==> config.mk <==
export PLATFORM = sky130hd
export DESIGN_NAME = clksel_seq
export DESIGN_NICKNAME = d
export VERILOG_FILES = /design/src/rtl/clksel_pkg.sv /design/src/rtl/clksel_policy.sv /design/src/rtl/clksel_step_timer.sv /design/src/rtl/clksel_fsm.sv /design/src/rtl/clksel_seq.sv
export SDC_FILE = /design/constraint.sdc
export NUM_CORES = 1
export LEC_CHECK = 0
export BUFFER_PORTS_ARGS = -buffer_cell sky130_fd_sc_hd__buf_2
export CAP_MARGIN = 0
export CORE_AREA = 5 5 42 44
export DETAILED_ROUTE_END_ITERATION = 16
export DIE_AREA = 0 0 47 49
export PLACE_DENSITY = 0.77
export SKIP_LAST_GASP = 1
export SYNTH_ARGS = -nofsm -noshare
export SYNTH_HDL_FRONTEND = slang
export SYNTH_SLANG_ARGS = --single-unit
==> constraint.sdc <==
create_clock -name clk -period 1.5 [get_ports clk]
set_input_delay 0.45 -clock clk [delete_from_list [all_inputs] [get_ports clk]]
set_output_delay 0.45 -clock clk [all_outputs]
set_load 0.005 [all_outputs]
==> src/rtl/clksel_pkg.sv <==
package clksel_pkg;

    localparam int N_CHAN = 2;
    localparam int CODE_W = 8;

    // Select codes: PLL and host-bus clock differ only in bit 1
    localparam logic [CODE_W-1:0] SRC_PLL_CODE  = 8'h21;
    localparam logic [CODE_W-1:0] SRC_HOST_CODE = 8'h23;

    typedef enum logic [2:0] {
        ST_IDLE,
        ST_ISOLATE,
        ST_SWAP,
        ST_SMRESET,
        ST_UNRESET,
        ST_RECONNECT,
        ST_GRANT
    } seq_state_t;

    typedef struct packed {
        logic tristate;
        logic chan_rst;
        logic sm_rst;
        logic grant;
    } seq_ctl_t;

endpackage

==> src/rtl/clksel_policy.sv <==
module clksel_policy
    import clksel_pkg::*;
(
    input  logic              write_i,
    input  logic              host66_i,
    input  logic              chan_i,
    input  logic [N_CHAN-1:0] idle_i,
    input  logic              cur_pll_i,
    output logic              need_pll_o,
    output logic              do_switch_o
);

    logic partner_idle;

    always_comb begin
        // writes and a fast host bus both demand the PLL clock
        need_pll_o   = write_i | host66_i;
        partner_idle = idle_i[chan_i ^ 1'b1];
        do_switch_o  = partner_idle && (need_pll_o != cur_pll_i);
    end

endmodule

==> src/rtl/clksel_step_timer.sv <==
module clksel_step_timer #(
    parameter int STEP_CYCLES = 4
) (
    input  logic clk,
    input  logic rst_n,
    input  logic clear_i,
    output logic last_o
);

    localparam int CNT_W = (STEP_CYCLES > 1) ? $clog2(STEP_CYCLES) : 1;
    localparam logic [CNT_W-1:0] CNT_LAST = CNT_W'(STEP_CYCLES - 1);

    logic [CNT_W-1:0] cnt_q;

    always_ff @(posedge clk or negedge rst_n) begin
        if (!rst_n) begin
            cnt_q <= '0;
        end else if (clear_i) begin
            cnt_q <= '0;
        end else if (cnt_q != CNT_LAST) begin
            cnt_q <= cnt_q + 1'b1;
        end
    end

    assign last_o = (cnt_q == CNT_LAST);

endmodule

==> src/rtl/clksel_fsm.sv <==
module clksel_fsm
    import clksel_pkg::*;
(
    input  logic     clk,
    input  logic     rst_n,
    input  logic     req_i,
    input  logic     need_pll_i,
    input  logic     do_switch_i,
    input  logic     step_last_i,
    output logic     step_clear_o,
    output logic     cur_pll_o,
    output seq_ctl_t ctl_o
);

    seq_state_t state_q, state_d;
    logic       tgt_pll_q;
    logic       cur_pll_q;

    // state register
    always_ff @(posedge clk or negedge rst_n) begin
        if (!rst_n) begin
            state_q <= ST_IDLE;
        end else begin
            state_q <= state_d;
        end
    end

    // target latched at acceptance, applied on entry to the swap step
    always_ff @(posedge clk or negedge rst_n) begin
        if (!rst_n) begin
            tgt_pll_q <= 1'b0;
            cur_pll_q <= 1'b0;
        end else begin
            if (state_q == ST_IDLE && req_i && do_switch_i) begin
                tgt_pll_q <= need_pll_i;
            end
            if (state_q == ST_ISOLATE && step_last_i) begin
                cur_pll_q <= tgt_pll_q;
            end
        end
    end

    // next state
    always_comb begin
        state_d = state_q;
        unique case (state_q)
            ST_IDLE: begin
                if (req_i) begin
                    state_d = do_switch_i ? ST_ISOLATE : ST_GRANT;
                end
            end
            ST_ISOLATE:   if (step_last_i) state_d = ST_SWAP;
            ST_SWAP:      if (step_last_i) state_d = ST_SMRESET;
            ST_SMRESET:   if (step_last_i) state_d = ST_UNRESET;
            ST_UNRESET:   if (step_last_i) state_d = ST_RECONNECT;
            ST_RECONNECT: if (step_last_i) state_d = ST_GRANT;
            ST_GRANT:     state_d = ST_IDLE;
            default:      state_d = ST_IDLE;
        endcase
    end

    assign step_clear_o = (state_d != state_q);
    assign cur_pll_o    = cur_pll_q;

    // outputs
    always_comb begin
        ctl_o = '0;
        unique case (state_q)
            ST_IDLE:      ctl_o = '0;
            ST_ISOLATE:   ctl_o.tristate = 1'b1;
            ST_SWAP: begin
                ctl_o.tristate = 1'b1;
                ctl_o.chan_rst = 1'b1;
            end
            ST_SMRESET: begin
                ctl_o.tristate = 1'b1;
                ctl_o.chan_rst = 1'b1;
                ctl_o.sm_rst   = 1'b1;
            end
            ST_UNRESET:   ctl_o.tristate = 1'b1;
            ST_RECONNECT: ctl_o = '0;
            ST_GRANT:     ctl_o.grant = 1'b1;
            default:      ctl_o = '0;
        endcase
    end

endmodule

==> src/rtl/clksel_seq.sv <==
module clksel_seq
    import clksel_pkg::*;
#(
    parameter int STEP_CYCLES = 4
) (
    input  logic              clk,
    input  logic              rst_n,
    input  logic              issue_req,
    input  logic              issue_write,
    input  logic              issue_chan,
    input  logic              host66,
    input  logic [N_CHAN-1:0] chan_idle,
    output logic [CODE_W-1:0] src_code,
    output logic [N_CHAN-1:0] bus_tristate,
    output logic [N_CHAN-1:0] chan_reset,
    output logic [N_CHAN-1:0] sm_reset,
    output logic              issue_grant
);

    logic     need_pll;
    logic     do_switch;
    logic     cur_pll;
    logic     step_last;
    logic     step_clear;
    seq_ctl_t ctl;

    clksel_policy u_policy (
        .write_i     (issue_write),
        .host66_i    (host66),
        .chan_i      (issue_chan),
        .idle_i      (chan_idle),
        .cur_pll_i   (cur_pll),
        .need_pll_o  (need_pll),
        .do_switch_o (do_switch)
    );

    clksel_step_timer #(.STEP_CYCLES(STEP_CYCLES)) u_timer (
        .clk     (clk),
        .rst_n   (rst_n),
        .clear_i (step_clear),
        .last_o  (step_last)
    );

    clksel_fsm u_fsm (
        .clk          (clk),
        .rst_n        (rst_n),
        .req_i        (issue_req),
        .need_pll_i   (need_pll),
        .do_switch_i  (do_switch),
        .step_last_i  (step_last),
        .step_clear_o (step_clear),
        .cur_pll_o    (cur_pll),
        .ctl_o        (ctl)
    );

    // every channel sees the same step controls
    generate
        for (genvar ch = 0; ch < N_CHAN; ch++) begin : g_chan
            assign bus_tristate[ch] = ctl.tristate;
            assign chan_reset[ch]   = ctl.chan_rst;
            assign sm_reset[ch]     = ctl.sm_rst;
        end
    endgenerate

    assign src_code    = cur_pll ? SRC_PLL_CODE : SRC_HOST_CODE;
    assign issue_grant = ctl.grant;

endmodule

After elaboration in Yosys (flattened, before gate mapping)
Index checks and enable logic that the tools add are counted.
{ "totals": {"regBits": 7, "latchBits": 0, "mem_bits_rw": 0, "mem_bits_ro": 0, "out_inout_bits": 15, "elab_cells": 43, "memories": 0} }
{ "op_classes": {"n_addsub": 1, "mul": 0, "div": 0, "magnitude_cmp": 1, "eq_ne": 10, "shift": 0, "n_mux": 17, "n_bitwise": 2, "n_reduce_logical": 8} }
{ "op_table": {"columns": ["op", "count"], "rows": [
  ["two-way mux 3 bit", 7],
  ["case mux 3 bit (6 select lines)", 1],
  ["== test 3 bit (second input constant)", 3],
  ["== test 3 x 2 -> 1 bit (second input constant)", 2],
  ["two-way mux 1 bit", 6],
  ["two-way mux 2 bit", 3],
  ["logical AND 1 bit", 4],
  ["OR reduction 4 bit", 1],
  ["== test 3 x 1 -> 1 bit (second input constant)", 1],
  ["zero test 3 bit", 1],
  ["!= test 3 bit", 1],
  ["adder 2 x 1 -> 2 bit (second input constant)", 1],
  ["== test 2 bit (second input constant)", 1],
  ["< comparator 1 x 2 -> 1 bit (second input constant)", 1],
  ["!= test 2 bit (second input constant)", 1],
  ["nonzero test 2 bit", 1],
  ["OR reduction 2 bit", 1],
  ["!= test 1 bit", 1],
  ["NOT 1 bit", 1],
  ["bitwise OR 1 bit", 1]
]} }

Longest topological paths before layout
Gate-level depths: netlist of the first run.
{ "logic_depth": {"word_depth": 9, "mapped_depth": 4, "mapped_depth_nobuf": 4} }

By module
From an unflattened synthesis of the first run, not the netlist that was laid out.
{ "hier_totals": {"hier_cells": 61, "area_unflattened_um2": 558.0} }
{ "modules_own_cells": {"columns": ["mod", "instances", "cells_each", "area_per_inst_um2"], "rows": [
  ["clksel_fsm", 1, 36, 349.1],
  ["clksel_step_timer", 1, 7, 88.8],
  ["clksel_seq", 1, 13, 86.3],
  ["clksel_policy", 1, 5, 33.8]
]} }

Least setup slack after synthesis of the first run
No wires, ideal clock.
{ "synth_timing": {"path_type": "reg-to-output", "startpoint": "register u_fsm.state_q[1]", "endpoint": "output sm_reset[1]", "arrival_time_ns": 1.093, "required_ns": 1.050, "slack_ns": -0.043, "stages_incl_launch_ff": 5, "cell_sequence": "dfrtp_1 clkbuf_1 inv_1 nor3_1 buf_4"} }
{ "synth_via": {"elab_chain_cells": 2} }
{ "synth_rtl": {"columns": ["element", "line_no", "text"], "rows": [
  ["from (decl)", "clksel_fsm.sv:15", "seq_state_t state_q, state_d;"],
  ["from (signal assigned)", "clksel_fsm.sv:24", "state_q <= state_d;"],
  ["== test 3 x 2 -> 1 bit", "clksel_fsm.sv:68", "unique case (state_q)"],
  ["two-way mux 1 bit", "clksel_fsm.sv:68", null],
  ["to (decl)", "clksel_seq.sv:16", "output logic [N_CHAN-1:0] sm_reset,"]
]} }
Every way passes these cells.

Worst setup path after layout of the first run
{ "layout_timing": {"startpoint": "register u_fsm.state_q[2]", "endpoint": "output bus_tristate[1]"} }
{ "layout_via": {"elab_chain_cells": 3, "word_cells_on_any_way": 6, "cone_classes": "eq/ne (4); mux (1); reduce/logical (1)"} }
{ "layout_rtl": {"columns": ["element", "line_no", "text"], "rows": [
  ["== test 3 x 2 -> 1 bit, or another cell as far along", "clksel_fsm.sv:68", null],
  ["OR reduction 4 bit (no source line) *", null, null],
  ["two-way mux 1 bit *", "clksel_fsm.sv:68", null],
  ["to (decl)", "clksel_seq.sv:14", "output logic [N_CHAN-1:0] bus_tristate,"]
]} }
Every way passes the cells marked *; elsewhere a longest branch is shown, timed or not.

==> results.md, run 1 <==
* Initial core utilization at 39.6%
* CTS H-Tree Depth at 1
* Max Cap Viol at 0
* Share of cells above drive strength 1 at between 50% and 60%
* Slowest cell on the critical path: dfrtp_2
* Slowest stage delay, CP at ~0.44 ns
* CTS tree: built
* Pwr Density at 2040 mW/mm^2
* Num CTS Buffers at 3
* Total Wirelength at about 1400 um
* Kind of critical path: reg -> out
* Tightest Hold Check Type: in -> async
* Flops & latches, synth at 7
* Max Freq at 643 MHz
* WL/cell at roughly 13 um
* Final min period at roughly 1.6 ns
* CP arrival at 1.10 ns
* Synth area leaders: dfrtp_1, buf_4, mux2i_1
* Simple-Gate Fraction of Synth Area at a little over a fifth
* Largest net degree at the start of global routing at 8
* Fin Setup TNS at -0.347 ns
* Cell taking the most area after synthesis: dfrtp_1
* Setup crit start kind: flop
* Fin crit share at 104%
* Die Y at ~49 um
* N_diodes at 0
* CP required at between 1 and 1.5 ns
* Count of cell types in the netlist at 30
* Seq pwr share at approximately 27%
* Final WS setup at -0.0547 ns
* Synth top cells by count: buf_4, dfrtp_1, nor2_1
* Crit Path Max Fanout at 5
* Failing checks: setup timing
* Clk_skew at 0.00107 ns
* Gate Count Post-Synth at 63
* Number of synthesized flops with an enable pin at 0
* IO Pins at 23
* GRT Total Usage at around 13%
* First-pass GRT wire length at about 2100 um
* Logic gate share of total power at between 60% and 70%
* Switching pwr at between 0.6 and 0.7 mW
* Mapped cell area at 554 um^2
* Synth Area in XOR/XNOR at approximately 1.6%
* Top-count cell post-synth: buf_4
* Layout area overhead at 37.9%
* Antenna Nets Post-Route at 0
* Post-Syn Area per Cell at around 8.8 um^2
* Clk root buf: clkbuf_4
* Yosys warning total at 0
* Largest family of logic cells by synthesized area: simple AND/OR/NAND/NOR gates
* Chip width at between 40 and 50 um
* R2R Setup Slk at -0.05 ns
* Int Pwr at ~0.94 mW
* Detailed Routing Iterations Pass 1 at 4
* Clk sinks at 7
* Die area at between 0.002 and 0.0025 mm^2
* Fin. max-slew vios at 0
* Post-Synth Adder-Cell Area at roughly 2.3%
* Share of the synthesized area in the top cell type at a little under a third
* Primary FF master, synth: dfrtp_1
* M3 GR Usage at around 4.8%
* Iter 0 DRT Violations at 10
* Delay-heaviest family, CP: flip-flops
* Compound-Gate Fraction of Synth Area at between 10% and 20%
* Leak pwr at 0.386 nW
* Filler cells at roughly 130
* Congestion Overflow GR at 0
* Final count of hold timing violations at 0
* Clock Path Buffers at 2
* Post-synthesis async set-or-reset flop share at 100%
* Worst vdd ir at approximately 0.00081 V
* Post-Route Utilization at a little over half
* Initial antenna violation count at 0
* FP Rows at 14
* Gr busiest metal: met2
* Crit path buf inv count at 2
* Met2 Use GR at between 10% and 20%
* Vias in the first global route at a little under 500
* Nets at 100
* Sw frac at about two fifths
* Mux contribution to synthesized area at under 10%
* HPWL Detailed at roughly 960 um
* Via count at around 550
* Worst-path cell chain: buf_6, xnor2_2, buf_2
* Port Buf Inserts at 15
* RSZ-0062 raised after global routing: yes
* Final Setup Violations at 9
* Post-synthesis sequential area ratio at 31.6%
* Worst skew pair latency at 0.25 ns
* Avg Vias per Cell at 5.15
* Core area at 0.00140 mm^2
* Clock power share at between 10 and 15%
* Worst setup EP type: output port
* CTS hold repair buffers at 0
* Routing usage on met1 at between 10% and 20%
* Status: finished with violations
* Overall power at roughly 1.6 mW
* DRC errors left at 0
* Reg clk slew, reported paths at approximately 0.050 ns
* GPL Wtd Cong at 0.822
[cells by family (layout without fill, tap and decap cells)]
logic type                 count (synthesis)  after routing
and+or+nand+nor                           21             21
AOI/OAI and AO/OA                         12             12
adders and majority gates                  1              1
buffers and inverters                     16             38
DFF                                        7              7
muxes                                      3              3
other                                      2              7
xor gates and xnor gates                   1              1
[path summary, 6_finish.rpt]
path / start / to / cells after the start
worst min register to register: u_fsm.tgt_pll_q$_DFFE_PN0P_ / u_fsm.tgt_pll_q$_DFFE_PN0P_ / 2
worst max-delay path: u_fsm.state_q[2]$_DFF_PN0_ / bus_tristate[1] / 3
worst max register to register: u_fsm.state_q[2]$_DFF_PN0_ / u_fsm.tgt_pll_q$_DFFE_PN0P_ / 4
max in group asynchronous: rst_n / u_fsm.state_q[1]$_DFF_PN0_ / 1
min in group clk: u_fsm.tgt_pll_q$_DFFE_PN0P_ / u_fsm.tgt_pll_q$_DFFE_PN0P_ / 2
worst min-delay path: rst_n / u_fsm.cur_pll_o$_DFFE_PN0P_ / 1
[placed cells by master, fill, tap and decap left out, types with 3 or more instances in the layout]
master    synthesis  routed
nor2_1            5       3
buf_4            10      14
clkbuf_4          0       3
o21ai_0           3       3
nand2_1           4       3
dfrtp_2           0       3
conb_1            2       7
dfrtp_1           7       4
buf_2             0      15
[stage by stage]
step           area (um^2)  hold slack, ns  std cells  setup WS (ns)
6_report               764          0.0245        106        -0.0547
5_1_grt                764          0.0175        106         -0.115
4_1_cts                698          0.0220         99        -0.0778
3_5_place_dp           619           0.297         92       -0.00707
3_3_place_gp           619           0.295         92         0.0197
2_1_floorplan          574           0.154         68         0.0357
[routing by layer]
metal	vias to the layer above	wire, um	part of all wire, %
li1	263	-	-
met1	260	562	41
met2	21	700	51
met3	2	99	7.2
met4	0	17	1.2
met5	-	0	0
[worst register-to-register path: stages, from the launching register on]
cell     delay, ns
dfrtp_2       0.44
buf_4         0.15
or4b_4        0.50
o41ai_2       0.21
o41ai_1       0.12
[sequential cells by signal (all words and copies together) (netlist names)]
signal           flops
u_fsm.cur_pll_o      1
u_fsm.state_q        3
u_fsm.tgt_pll_q      1
u_timer.cnt_q        2
[layout make-up]
cell class                 instances  area [um^2]  share of cell area, %
timing repair buffer              31          203                   26.5
inverter                           3         11.3                   1.47
clock buffer                       4         26.3                   3.44
multi-input combinational         45          325                   42.6
tap                               16         20.0                   2.62
sequential                         7          179                   23.4
[power by group through the flow]
stage	registers, mW	clock network [mW]	logic (mW)
6_report	0.421	0.173	0.968
4_1_cts	0.414	0.183	0.812
2_1_floorplan	0.336	0	0.578
5_1_grt	0.437	0.202	1.06
3_3_place_gp	0.389	0	0.674
3_5_place_dp	0.397	0	0.693
[timing repair]
action                     in CTS  in global routing
pin swaps                       2                  2
setup endpoints to repair       8                 10
cloned                          0                  0
buffers inserted                3                  7
resized for setup              10                  6
Note: power is estimated with default switching activity, not from simulation.
==> run 2: changes to the inputs <==
RECOVER_POWER = 100   (was unset)
SLEW_MARGIN = 40   (was unset)
==> results.md, run 2 (synthesis results as in run 1) <==
* Most flops, register: u_fsm.state_q
* N_diodes at 0 (unchanged)
* CTS H-Tree Depth at 1 (unchanged)
* Setup crit start kind: flop
* Reg clk slew, reported paths at 0.05 ns (about the same)
* Die area at 0.00230 mm^2 (unchanged)
* Placed Area at 619 um^2 (unchanged)
* Via count at 542 (-0.73%)
* HPWL Detailed at 956 um (unchanged)
* Clk_skew at 0.000357 ns (-0.000710 ns)
* Die Y at 49 um (unchanged)
* CP arrival at 1.11 ns (about the same)
* Layout area overhead at 36.3%
* Crit Path Max Fanout at 5 (unchanged)
* Detailed Routing Iterations Pass 1 at 4 (unchanged)
* Clock Path Buffers at 2 (unchanged)
* Filler cells at 134 (+2.3%)
* Largest net degree at the start of global routing at 8 (unchanged)
* Port Buf Inserts at 15 (unchanged)
* Worst setup EP type: output port
* WHS at 0.0971 ns (+0.0726 ns)
* Congestion Overflow GR at 0 (unchanged)
* Iter 0 DRT Violations at 11 (+1)
* R2R Setup Slk at -0.05 ns (about the same)
* Initial core utilization at 39.6% (unchanged)
* IO Pins at 23 (unchanged)
* GPL Wtd Cong at 0.822 (unchanged)
* GRT Total Usage at 12.6% (unchanged)
* DRC errors left at 0 (unchanged)
* FP Rows at 14 (unchanged)
* Clk sinks at 7 (unchanged)
* Tightest Hold Check Type: in -> async
* Max Cap Viol at 0 (unchanged)
* Clk root buf: clkbuf_4
* CTS tree: built
* Pwr Density at 2050 mW/mm^2 (+0.51%)
* Commonest non-fill, non-tap cell in the layout: buf_2
* CP required at 1.05 ns (about the same)
* Reg-to-Reg End: u_fsm.tgt_pll_q$_DFFE_PN0P_
* Worst vdd ir at 0.000820 V (+1.5%)
* Final Setup Violations at 9 (unchanged)
* Overall power at 1.55 mW (-0.64%)
* Avg Vias per Cell at 5.11 (-0.73%)
* Core area at 0.00140 mm^2 (unchanged)
* WL/cell at 13.0 um (-0.29%)
* Reg2reg start: u_fsm.state_q[2]$_DFF_PN0_
* Antenna Nets Post-Route at 0 (unchanged)
* Kind of critical path: reg -> out
* Max Freq at 642 MHz (-0.25%)
* Chip width at 47 um (unchanged)
* Fin Setup TNS at -0.382 ns (-0.0342 ns)
* Final min period at 1.56 ns (+0.00393 ns)
* Final count of hold timing violations at 0 (unchanged)
* Initial antenna violation count at 0 (unchanged)
* Final WS setup at -0.0586 ns (-0.00393 ns)
* RSZ-0062 raised after global routing: yes
* Total Wirelength at 1380 um (-0.29%)
* Vias in the first global route at 490 (unchanged)
* Largest regs: u_fsm.state_q: 3 flops, u_timer.cnt_q: 2 flops
* Share of cells above drive strength 1 at 51.1% (-3.3 points)
* Status: finished with violations
* Nets at 100 (unchanged)
* First-pass GRT wire length at 2070 um (unchanged)
* Max reg flops at 3 (unchanged)
* Design area at 756 um^2 (-1.1%)
* Fin. max-slew vios at 0 (unchanged)
* Reg2Reg Depth at 4 (unchanged)
* Most frequent cells in the layout: buf_2, buf_4, conb_1, clkbuf_1, dfrtp_1
* Fin crit share at 104% (+0.26 points)
* Leak pwr at 0.376 nW (-2.6%)
* Num CTS Buffers at 3 (unchanged)
* Failing checks: setup timing
* Worst skew pair latency at 0.26 ns (about the same)
[run 2: cell types whose count changed in the layout (fill, tap and decap cells not counted)]
cell,previous run,this run
buf_4,14,12
clkbuf_1,1,4
buf_2,15,14
[run 2: how the worst max path moves through the flow]
stage                                   to  cells past startpoint  slack (ns)                       start
2_1_floorplan              bus_tristate[1]                      4        0.04  u_fsm.state_q[1]$_DFF_PN0_
3_3_place_gp   u_fsm.tgt_pll_q$_DFFE_PN0P_                      4        0.02                   issue_req
3_5_place_dp   u_fsm.tgt_pll_q$_DFFE_PN0P_                      4      -0.007                   issue_req
4_1_cts                    bus_tristate[1]                      3       -0.08  u_fsm.state_q[0]$_DFF_PN0_
5_1_grt        u_fsm.tgt_pll_q$_DFFE_PN0P_                      4       -0.11  u_fsm.state_q[2]$_DFF_PN0_
6_report                   bus_tristate[1]                      3       -0.06  u_fsm.state_q[2]$_DFF_PN0_
[run 2: timing repair]
action / 4_1_cts / 5_1_grt
gates cloned: 0 / 0
gates resized for setup: 10 / 6
setup endpoints to repair: 8 / 10
setup buffers: 3 / 7
pin swaps: 2 / 2
hold buffers: 0 / 0
[run 2: layer usage]
layer	GRT usage (%)	wire length (um)
met1	15.0	566
met2	18.8	666
met3	4.80	110
met4	6.91	32
met5	0	0
[run 2: critical path: stages, from the launching register on]
cell     delay (ns)
dfrtp_2        0.44
buf_6          0.14
xnor2_2        0.14
buf_2          0.13
[run 2: area by class of cell]
type	count	area, um^2	share of cell area, %
Timing Repair Buffer	31	194	25.7
Clock buffer	4	26.3	3.48
Multi-Input combinational cell	45	325	43.0
Inverter	3	11.3	1.49
Tap cell	16	20.0	2.65
Sequential cell	7	179	23.7
[run 2: power breakdown]
part / internal [mW] / total (mW) / switching (mW) / leakage (nW)
registers: 0.292 / 0.422 / 0.130 / 0.0824
logic: 0.534 / 0.953 / 0.419 / 0.278
clock network: 0.102 / 0.177 / 0.0755 / 0.0150
total: 0.927 / 1.55 / 0.625 / 0.376
[run 2: metrics by stage]
stage | worst slack, ns | util [%] | std cells
floorplan | 0.0357 | - | 68
global placement | 0.0197 | 44.2 | 92
detailed placement | -0.00707 | 44.2 | 92
CTS | -0.0778 | 49.8 | 99
global route | -0.115 | 53.9 | 106
finish | -0.0586 | 53.9 | 106
